<file path="src/rtl/shift_add_mul_pkg.sv">
package shift_add_mul_pkg;

  // Strobes from the controller to the datapath, one per operation.
  typedef struct packed {
    logic loadOps;  // capture multiplicand and multiplier
    logic clear;    // zero partial product and saved carry
    logic add;      // write adder sum to upper half, keep carry
    logic shift;    // shift right, saved carry into the top bit
  } samCtl_t;

endpackage

</file>
<file path="src/rtl/sam_adder.sv">
module sam_adder #(
  parameter int WIDTH = 8
) (
  input  logic [WIDTH-1:0] aIn,
  input  logic [WIDTH-1:0] bIn,
  input  logic             carryIn,
  output logic [WIDTH-1:0] sumOut,
  output logic             carryOut
);

  logic [WIDTH:0] chain;

  assign chain[0] = carryIn;

  for (genvar i = 0; i < WIDTH; i++) begin : g_bit
    assign sumOut[i]   = aIn[i] ^ bIn[i] ^ chain[i];
    assign chain[i+1]  = (aIn[i] & bIn[i]) | ((aIn[i] ^ bIn[i]) & chain[i]);
  end

  assign carryOut = chain[WIDTH];

endmodule

</file>
<file path="src/rtl/sam_datapath.sv">
module sam_datapath
  import shift_add_mul_pkg::*;
#(
  parameter int WIDTH = 8
) (
  input  logic               clk,
  input  logic               rstN,
  input  samCtl_t            ctl,
  input  logic [WIDTH-1:0]   multiplicandIn,
  input  logic [WIDTH-1:0]   multiplierIn,
  output logic [WIDTH-1:0]   multBits,
  output logic [2*WIDTH-1:0] productOut
);

  localparam int PW = 2 * WIDTH;

  logic [WIDTH-1:0] mcandReg;
  logic [WIDTH-1:0] mplierReg;
  logic [PW-1:0]    prodReg;
  logic             savedCarry;
  logic [WIDTH-1:0] sumBits;
  logic             sumCarry;

  sam_adder #(.WIDTH(WIDTH)) u_adder (
    .aIn      (prodReg[PW-1:WIDTH]),
    .bIn      (mcandReg),
    .carryIn  (1'b0),
    .sumOut   (sumBits),
    .carryOut (sumCarry)
  );

  always_ff @(posedge clk or negedge rstN) begin
    if (!rstN) begin
      mcandReg  <= '0;
      mplierReg <= '0;
    end else if (ctl.loadOps) begin
      mcandReg  <= multiplicandIn;
      mplierReg <= multiplierIn;
    end
  end

  // Priority: clear, then add, then shift.
  always_ff @(posedge clk or negedge rstN) begin
    if (!rstN) begin
      prodReg    <= '0;
      savedCarry <= 1'b0;
    end else if (ctl.clear) begin
      prodReg    <= '0;
      savedCarry <= 1'b0;
    end else if (ctl.add) begin
      prodReg[PW-1:WIDTH] <= sumBits;
      savedCarry          <= sumCarry;
    end else if (ctl.shift) begin
      prodReg    <= {savedCarry, prodReg[PW-1:1]};
      savedCarry <= 1'b0;
    end
  end

  assign multBits   = mplierReg;
  assign productOut = prodReg;

  // a shift leaves no carry behind.
  p_carry_consumed_r2: assert property (@(posedge clk) disable iff (!rstN)
    (ctl.shift && !ctl.add && !ctl.clear) |=> !savedCarry);

  // the carry held before a shift lands in the top product bit.
  p_carry_enters_top_r2: assert property (@(posedge clk) disable iff (!rstN)
    (ctl.shift && !ctl.add && !ctl.clear) |=> (prodReg[PW-1] == $past(savedCarry)));

  // clear wipes the partial product and the carry.
  p_clear_r6: assert property (@(posedge clk) disable iff (!rstN)
    ctl.clear |=> (prodReg == '0 && !savedCarry));

endmodule

</file>
<file path="src/rtl/sam_ctrl.sv">
module sam_ctrl
  import shift_add_mul_pkg::*;
#(
  parameter int WIDTH = 8
) (
  input  logic             clk,
  input  logic             rstN,
  input  logic             startIn,
  input  logic [WIDTH-1:0] multBits,
  output samCtl_t          ctl,
  output logic             doneOut
);

  localparam int IDXW = (WIDTH > 1) ? $clog2(WIDTH) : 1;

  typedef enum logic [2:0] {
    S_IDLE, S_SETUP, S_CHECK, S_ADD, S_SHIFT, S_FINISH, S_HOLD
  } samState_t;

  samState_t       state, nextState;
  logic [IDXW-1:0] bitIdx;
  logic [IDXW-1:0] nextIdx;
  logic            lastBit;

  assign nextIdx = IDXW'(bitIdx + 1'b1);
  assign lastBit = (bitIdx == IDXW'(WIDTH - 1));

  always_comb begin
    nextState = state;
    unique case (state)
      S_IDLE:   nextState = S_SETUP;
      S_SETUP:  nextState = S_CHECK;
      S_CHECK:  nextState = multBits[bitIdx] ? S_ADD : S_SHIFT;
      S_ADD:    nextState = S_SHIFT;
      S_SHIFT:  nextState = lastBit ? S_FINISH
                          : (multBits[nextIdx] ? S_ADD : S_SHIFT);
      S_FINISH: nextState = S_HOLD;
      S_HOLD:   nextState = S_HOLD;
      default:  nextState = S_IDLE;
    endcase
  end

  always_ff @(posedge clk or negedge rstN) begin
    if (!rstN) begin
      state  <= S_IDLE;
      bitIdx <= '0;
    end else if (!startIn) begin
      state  <= S_IDLE;
      bitIdx <= '0;
    end else begin
      state <= nextState;
      if (state == S_SETUP)
        bitIdx <= '0;
      else if (state == S_SHIFT && !lastBit)
        bitIdx <= nextIdx;
    end
  end

  // Moore decode: strobes depend on the state alone.
  always_comb begin
    ctl         = '0;
    ctl.loadOps = (state == S_SETUP);
    ctl.clear   = (state == S_SETUP);
    ctl.add     = (state == S_ADD);
    ctl.shift   = (state == S_SHIFT);
  end

  assign doneOut = (state == S_FINISH);

  // done never lasts two cycles.
  p_done_pulse_r4: assert property (@(posedge clk) disable iff (!rstN)
    doneOut |=> !doneOut);

  // start low sends the controller home.
  p_abort_idle_r6: assert property (@(posedge clk) disable iff (!rstN)
    !startIn |=> (state == S_IDLE));

  // only one product operation per cycle.
  p_one_op_r9: assert property (@(posedge clk) disable iff (!rstN)
    $onehot0({ctl.clear, ctl.add, ctl.shift}));

  // every add is followed directly by a shift while start holds.
  p_add_then_shift_r3: assert property (@(posedge clk) disable iff (!rstN)
    (ctl.add && startIn) |=> ctl.shift);

endmodule

</file>
<file path="src/rtl/shift_add_mul.sv">
module shift_add_mul
  import shift_add_mul_pkg::*;
#(
  parameter int WIDTH = 8
) (
  input  logic               clk,
  input  logic               rstN,
  input  logic               startIn,
  input  logic [WIDTH-1:0]   multiplicandIn,
  input  logic [WIDTH-1:0]   multiplierIn,
  output logic [2*WIDTH-1:0] productOut,
  output logic               doneOut
);

  samCtl_t          ctl;
  logic [WIDTH-1:0] multBits;

  sam_ctrl #(.WIDTH(WIDTH)) u_ctrl (
    .clk      (clk),
    .rstN     (rstN),
    .startIn  (startIn),
    .multBits (multBits),
    .ctl      (ctl),
    .doneOut  (doneOut)
  );

  sam_datapath #(.WIDTH(WIDTH)) u_dp (
    .clk            (clk),
    .rstN           (rstN),
    .ctl            (ctl),
    .multiplicandIn (multiplicandIn),
    .multiplierIn   (multiplierIn),
    .multBits       (multBits),
    .productOut     (productOut)
  );

  // once start has been low for a cycle, the product is frozen.
  p_idle_hold_r5: assert property (@(posedge clk) disable iff (!rstN)
    !startIn |-> ##2 $stable(productOut));

  // the cycle after done, the product is unchanged.
  p_done_hold_r5: assert property (@(posedge clk) disable iff (!rstN)
    doneOut |=> $stable(productOut));

endmodule

</file>
<file path="config.mk">
export PLATFORM = sky130hd
export DESIGN_NAME = shift_add_mul
export DESIGN_NICKNAME = d
export VERILOG_FILES = /design/src/rtl/shift_add_mul_pkg.sv /design/src/rtl/sam_adder.sv /design/src/rtl/sam_datapath.sv /design/src/rtl/sam_ctrl.sv /design/src/rtl/shift_add_mul.sv
export SDC_FILE = /design/constraint.sdc
export NUM_CORES = 1
export LEC_CHECK = 0
export BUFFER_PORTS_ARGS = -buffer_cell sky130_fd_sc_hd__buf_2
export CORE_UTILIZATION = 59
export CTS_CLUSTER_SIZE = 25
export DETAILED_ROUTE_END_ITERATION = 6
export MAX_ROUTING_LAYER = met4
export PLACE_DENSITY = 0.84
export RECOVER_POWER = 50
export SLEW_MARGIN = 20
export SYNTH_ARGS = -nofsm -noshare
export SYNTH_HDL_FRONTEND = slang
export SYNTH_SLANG_ARGS = --single-unit
</file>
<file path="constraint.sdc">
create_clock -name clk -period 7.4 [get_ports clk]
set_input_delay 1.48 -clock clk [delete_from_list [all_inputs] [get_ports clk]]
set_output_delay 1.48 -clock clk [all_outputs]
set_load 0.05 [all_outputs]
</file>
[Yosys cells after proc, flatten, opt, wreduce, memory -nomap -nowiden]
Cells that the tools add are included.
Word-level totals
  register bits: 39
  logic and storage cells: 82
  output and inout port bits: 17
  bits of input ports: 19
Operators by class
  reductions and logical operators: 7
  bitwise gates (word level): 37
  eq/ne operators: 9
  add/sub/neg operators: 1
  mux-type cells: 19
  magnitude comparators: 2
Operator list (number)
  two-way mux 16 bit: 2
  two-way mux 3 bit: 7
  one-hot mux 3 bit (6 select lines): 1
  two-way mux 8 bit: 2
  bitwise AND 1 bit: 15
  bitwise XOR 1 bit: 15
  equality test 3 bit, second input constant: 4
  less-than comparator 3 x 4 -> 1 bit, second input constant: 2
  OR 1 bit: 7
  binary-select mux 1 bit (select 3 bit): 2
  equality test 3 x 2 -> 1 bit, second input constant: 2
  two-way mux 1 bit: 5
  adder 3 x 1 -> 3 bit, second input constant: 1
  equality test 3 x 1 -> 1 bit, second input constant: 1
  logical NOT 3 bit: 1
  != test 3 x 1 -> 1 bit, second input constant: 1
  nonzero test 3 bit: 1
  != test 2 x 1 -> 1 bit, second input constant: 1
  AND reduction 2 bit: 1
  nonzero test 2 bit: 1
  OR reduction 2 bit: 1
  logical AND 1 bit: 1
  logical NOT 1 bit: 1

[Depth between registers and ports, before layout]
  word-level depth: 17
  mapped depth: 11
  gate-level depth less buffers: 11

[Hierarchy]
From an unflattened synthesis, not the netlist that was laid out.
Unflattened totals
  cells, all modules: 171
  area, all modules: 2160.8 µm²
By module, submodules not included
  sam_datapath: instances 1, cells each 101, seq. area each 825.8 µm², area an instance 1440.1 µm²
  sam_ctrl: instances 1, cells each 52, seq. area each 150.1 µm², area an instance 523.0 µm²
  sam_adder: instances 1, cells each 18, seq. area each 0.0 µm², area an instance 197.7 µm²

[Worst setup path before layout]
Ideal clock, no wire load.
  kind: register to register
  start point: register u_dp.prodReg[8], in the netlist u_dp.productOut[8]
  end point: register u_dp.prodReg[15], in the netlist u_dp.productOut[15]
  period minus slack after synthesis: 4.225 ns
  buffers on the path: 0
  arrival: 4.088 ns
  required time: 7.263 ns
  setup time: 0.137 ns
  stages on the path, launching flop included: 11
  slack: 3.175 ns
  path through: dfrtp_1 -> ha_1 -> fa_1 -> fa_1 -> fa_1 -> fa_1 -> fa_1 -> fa_1 -> fa_1 -> a221oi_1 -> a21oi_1
On the way
  longest elaborated chain between the ends: 16
Ends and longest elaborated chain
  from (decl): line sam_datapath.sv:19  | logic [PW-1:0] prodReg;
  from (signal, indexed assignment): line sam_datapath.sv:51  | prodReg[PW-1:WIDTH] <= sumBits;
  from (signal assigned): line sam_datapath.sv:54  | prodReg <= {savedCarry, prodReg[PW-1:1]};
  bitwise AND 1 bit (2 in series): line sam_adder.sv:17  | assign chain[i+1] = (aIn[i] & bIn[i]) | ((aIn[i] ^ bIn[i]) & chain[i]);
  OR 1 bit: line sam_adder.sv:17
  bitwise AND 1 bit: line sam_adder.sv:17
  OR 1 bit: line sam_adder.sv:17
  bitwise AND 1 bit: line sam_adder.sv:17
  OR 1 bit: line sam_adder.sv:17
  bitwise AND 1 bit: line sam_adder.sv:17
  OR 1 bit: line sam_adder.sv:17
  bitwise AND 1 bit: line sam_adder.sv:17
  OR 1 bit: line sam_adder.sv:17
  bitwise AND 1 bit: line sam_adder.sv:17
  OR 1 bit: line sam_adder.sv:17
  bitwise XOR 1 bit: line sam_adder.sv:16  | assign sumOut[i] = aIn[i] ^ bIn[i] ^ chain[i];
  two-way mux 8 bit: line sam_datapath.sv:50  | end else if (ctl.add) begin
  two-way mux 16 bit: line sam_datapath.sv:47  | end else if (ctl.clear) begin
No other way between the ends.
A chain may end at the register's enable or synchronous reset.

[Worst setup path after layout]
Ends and elaborated chain as after synthesis.

==> results.md <==
* Routability cong. at 0.8154
* Most frequent cell after synthesis: nand2_1
* Vias per cell at 5.913
* Worst Tran Pin Value at 2.030 ns
* Setup repair after global routing missed its margin: no
* Cts repair resizes at 0
* Vias at 1567
* Fillers at 270
* Top_reg_cell synth: dfrtp_1
* Critical Path Sink: u_dp.productOut[15]
* Die W at 60.72 microns
* CP peak stage delay at 0.44 ns
* Buffer count from post-CTS setup fixing at 0
* Synth area leaders: dfrtp_1 (48%), nand2_1 (9.8%), fa_1 (6.9%)
* IO buf count at 35
* Share of layout cells above drive strength 1 at 19.91%
* Max Cap Violations at 2
* Crit path depth at 10
* H-tree levels at 2
* Clock skew at 0.01159 ns
* Initial antenna violation count at 0
* Die height at 60.72 microns
* FF-to-FF setup slack at 3.26 ns
* Post-synthesis cell count at 191
* Critical path's top delay family: adder cells
* FMAX at 241.6 MHz
* Post-synth top area share at 47.97%
* Reg2reg start: u_dp.productOut[8]
* Crit-path max FO at 5
* Vias in the first global route at 1493
* Die Footprint at 3687 sq um
* Routed wire length at 4.097 mm
* Setup TNS at 0 ns
* R2R Path End: u_dp.productOut[15]
* Nets at 250
* Post-synth net total at 220
* Critical Path End Type: register
* Sequential area share after synthesis at 47.97%
* Post-route cell area at 2250 sq um
* CTS buffer count at 5
* Initial cell density of the core at 64.52%
* Worst-case reg-to-reg path depth at 10
* DP Cell Count at 258
* Final Total Pwr at 0.9225 mW
* CP startpoint kind: register
* Mapped Avg Cell Area at 10.65 sq um
* Tmin final at 4.139 ns
* Number of flops mapped to enable cells by yosys at 0
* Max Buffers Root-to-Sink at 2
* Diode count at 0
* WS Path Type: reg -> reg
* Hold Buf Count CTS at 0
* Clock latency on the worst-skew pair at 0.34 ns
* Failing checks: max-capacitance violations, max-slew violations
* Setup Viol. Count Final at 0
* IO Count at 36
* Synthesized area at 2034 sq um
* Rel. slew slack at -35.33%
* Worst min path class: reg -> reg
* Synth cell count leaders: nand2_1 (53), dfrtp_1 (39), mux2i_1 (12)
* Largest net degree at the start of global routing at 40
* Slowest cell on the critical path: dfrtp_1
* Clock-pin slew on the worst setup and hold paths at 0.11 ns
* Pwr dens at 410.0 nW/um^2
* Period utilisation layout at 55.94%
* Initial DRC count at 68
* Pleak at 1.145 nW
* CP bufs+invs at 0
* CTS tree: built
* Fin. Hold Viols at 0
* Status: finished, violations left
* DRC violations left at 0
* Async SR Flop Fraction at 100.0%
* Final Slew Violations at 58
* Grt ovf at 0
* Core region area at 3153 sq um
* Routed len/inst at 15.46 microns
* Detailed Place HPWL at 2.842 mm
* CP Data Arrival Time at 4.35 ns
* Root buffer cell: clkbuf_4
* First-pass GRT wire length at 6.913 mm
* Critical Path Source: u_dp.productOut[8]
* Worst vdd ir at 0.0002691 V
* Final ANT Viol Nets at 0
* Total GRT Usage at 27.40%
* DRT Pass-1 Iters at 4
* Area delta synth->final at 10.58%
* Clock sinks at 39
* Distinct cells, synth at 36
* Ys Warns at 0
* Flops & latches, synth at 39
* Cell mode on critical path: fa_1
* Crit path required time at 7.61 ns
* Yosys top cell by area: dfrtp_1
* Num rows at 20
* Cell Count, Final, Fillers Out at 265
* Worst-path cell chain: ha_1, fa_1, fa_1, fa_1, fa_1, fa_1, fa_1, fa_1, a221oi_1, a21oi_1
* Post-DP Area at 2185 sq um
[logic make-up after synthesis]
group           Yosys count  synth area share [%]
buf+inv                  13                 4.120
compound gates           38                 13.53
mux                      15                 8.856
fa+ha+maj                10                 8.733
flops                    39                 47.97
simple gates             76                 16.79
[power breakdown]
group | total, mW | internal (mW) | switching, mW
Combinational | 0.409 | 0.150 | 0.259
Sequential | 0.377 | 0.286 | 0.0912
Clock | 0.136 | 0.0697 | 0.0660
Total | 0.922 | 0.506 | 0.416
[flip-flops by register name, summed over array words and instances, names as in the netlist]
register and flops:
u_dp.productOut 16, u_dp.mcandReg 8, u_dp.multBits 8, u_ctrl.bitIdx 3
u_ctrl.state 3, u_dp.savedCarry 1
[placed cells by master, fill, tap and decap left out, types with 2 or more instances in the layout]
cell type,netlist,layout
a22o_1,9,9
nand3_1,6,6
a21oi_1,9,9
a21boi_1,2,2
fa_1,7,7
o21ai_0,2,2
nand2b_1,2,2
clkbuf_4,0,5
dfrtp_1,39,39
nor3b_1,2,2
nor2_1,3,3
buf_2,1,34
nor3_1,2,3
mux4_2,2,2
nor2b_1,2,2
nand2_1,53,53
a221oi_1,8,8
ha_1,3,3
a31oi_1,2,2
mux2i_1,12,12
clkbuf_1,6,2
[stage by stage]
step,utilization (%),worst slack [ns],hold slack (ns)
after floorplan,-,3.175,0.4497
after global placement,69.29,3.382,0.4654
after detailed placement,69.29,3.281,0.4781
after CTS,71.55,3.262,0.5122
after global routing,71.35,3.122,0.5404
final,71.35,3.261,0.5102
[how the worst min path moves through the flow]
stage          slack, ns               start            endpoint  depth (start not counted)
6_report            0.51  u_dp.productOut[0]  u_dp.productOut[0]                          1
3_3_place_gp        0.47    u_dp.mcandReg[0]    u_dp.mcandReg[0]                          2
5_1_grt             0.54    u_dp.mcandReg[1]    u_dp.mcandReg[1]                          2
4_1_cts             0.51    u_dp.mcandReg[1]    u_dp.mcandReg[1]                          2
2_1_floorplan       0.45    u_dp.mcandReg[0]    u_dp.mcandReg[0]                          2
3_5_place_dp        0.48  u_dp.productOut[0]  u_dp.productOut[0]                          1
[area by class of cell]
class,instances,area (sq um),area share [%]
clock inverter,1,30.03,1.335
timing repair buffer,35,173.9,7.731
multi-input combinational,139,969.7,43.10
tap,44,55.05,2.447
clock buffer,6,41.29,1.835
sequential,39,975.9,43.38
inverter,1,3.754,0.1669
[layer usage]
layer  routed length, microns  track usage [%]  vias to the layer above
met5                        0                -                        -
met2                     2053            42.54                       44
met4                       48            10.06                        0
li1                         -                -                      732
met3                      186            5.970                        4
met1                     1809            35.56                      787
Note: power is estimated with default switching activity, not from simulation.
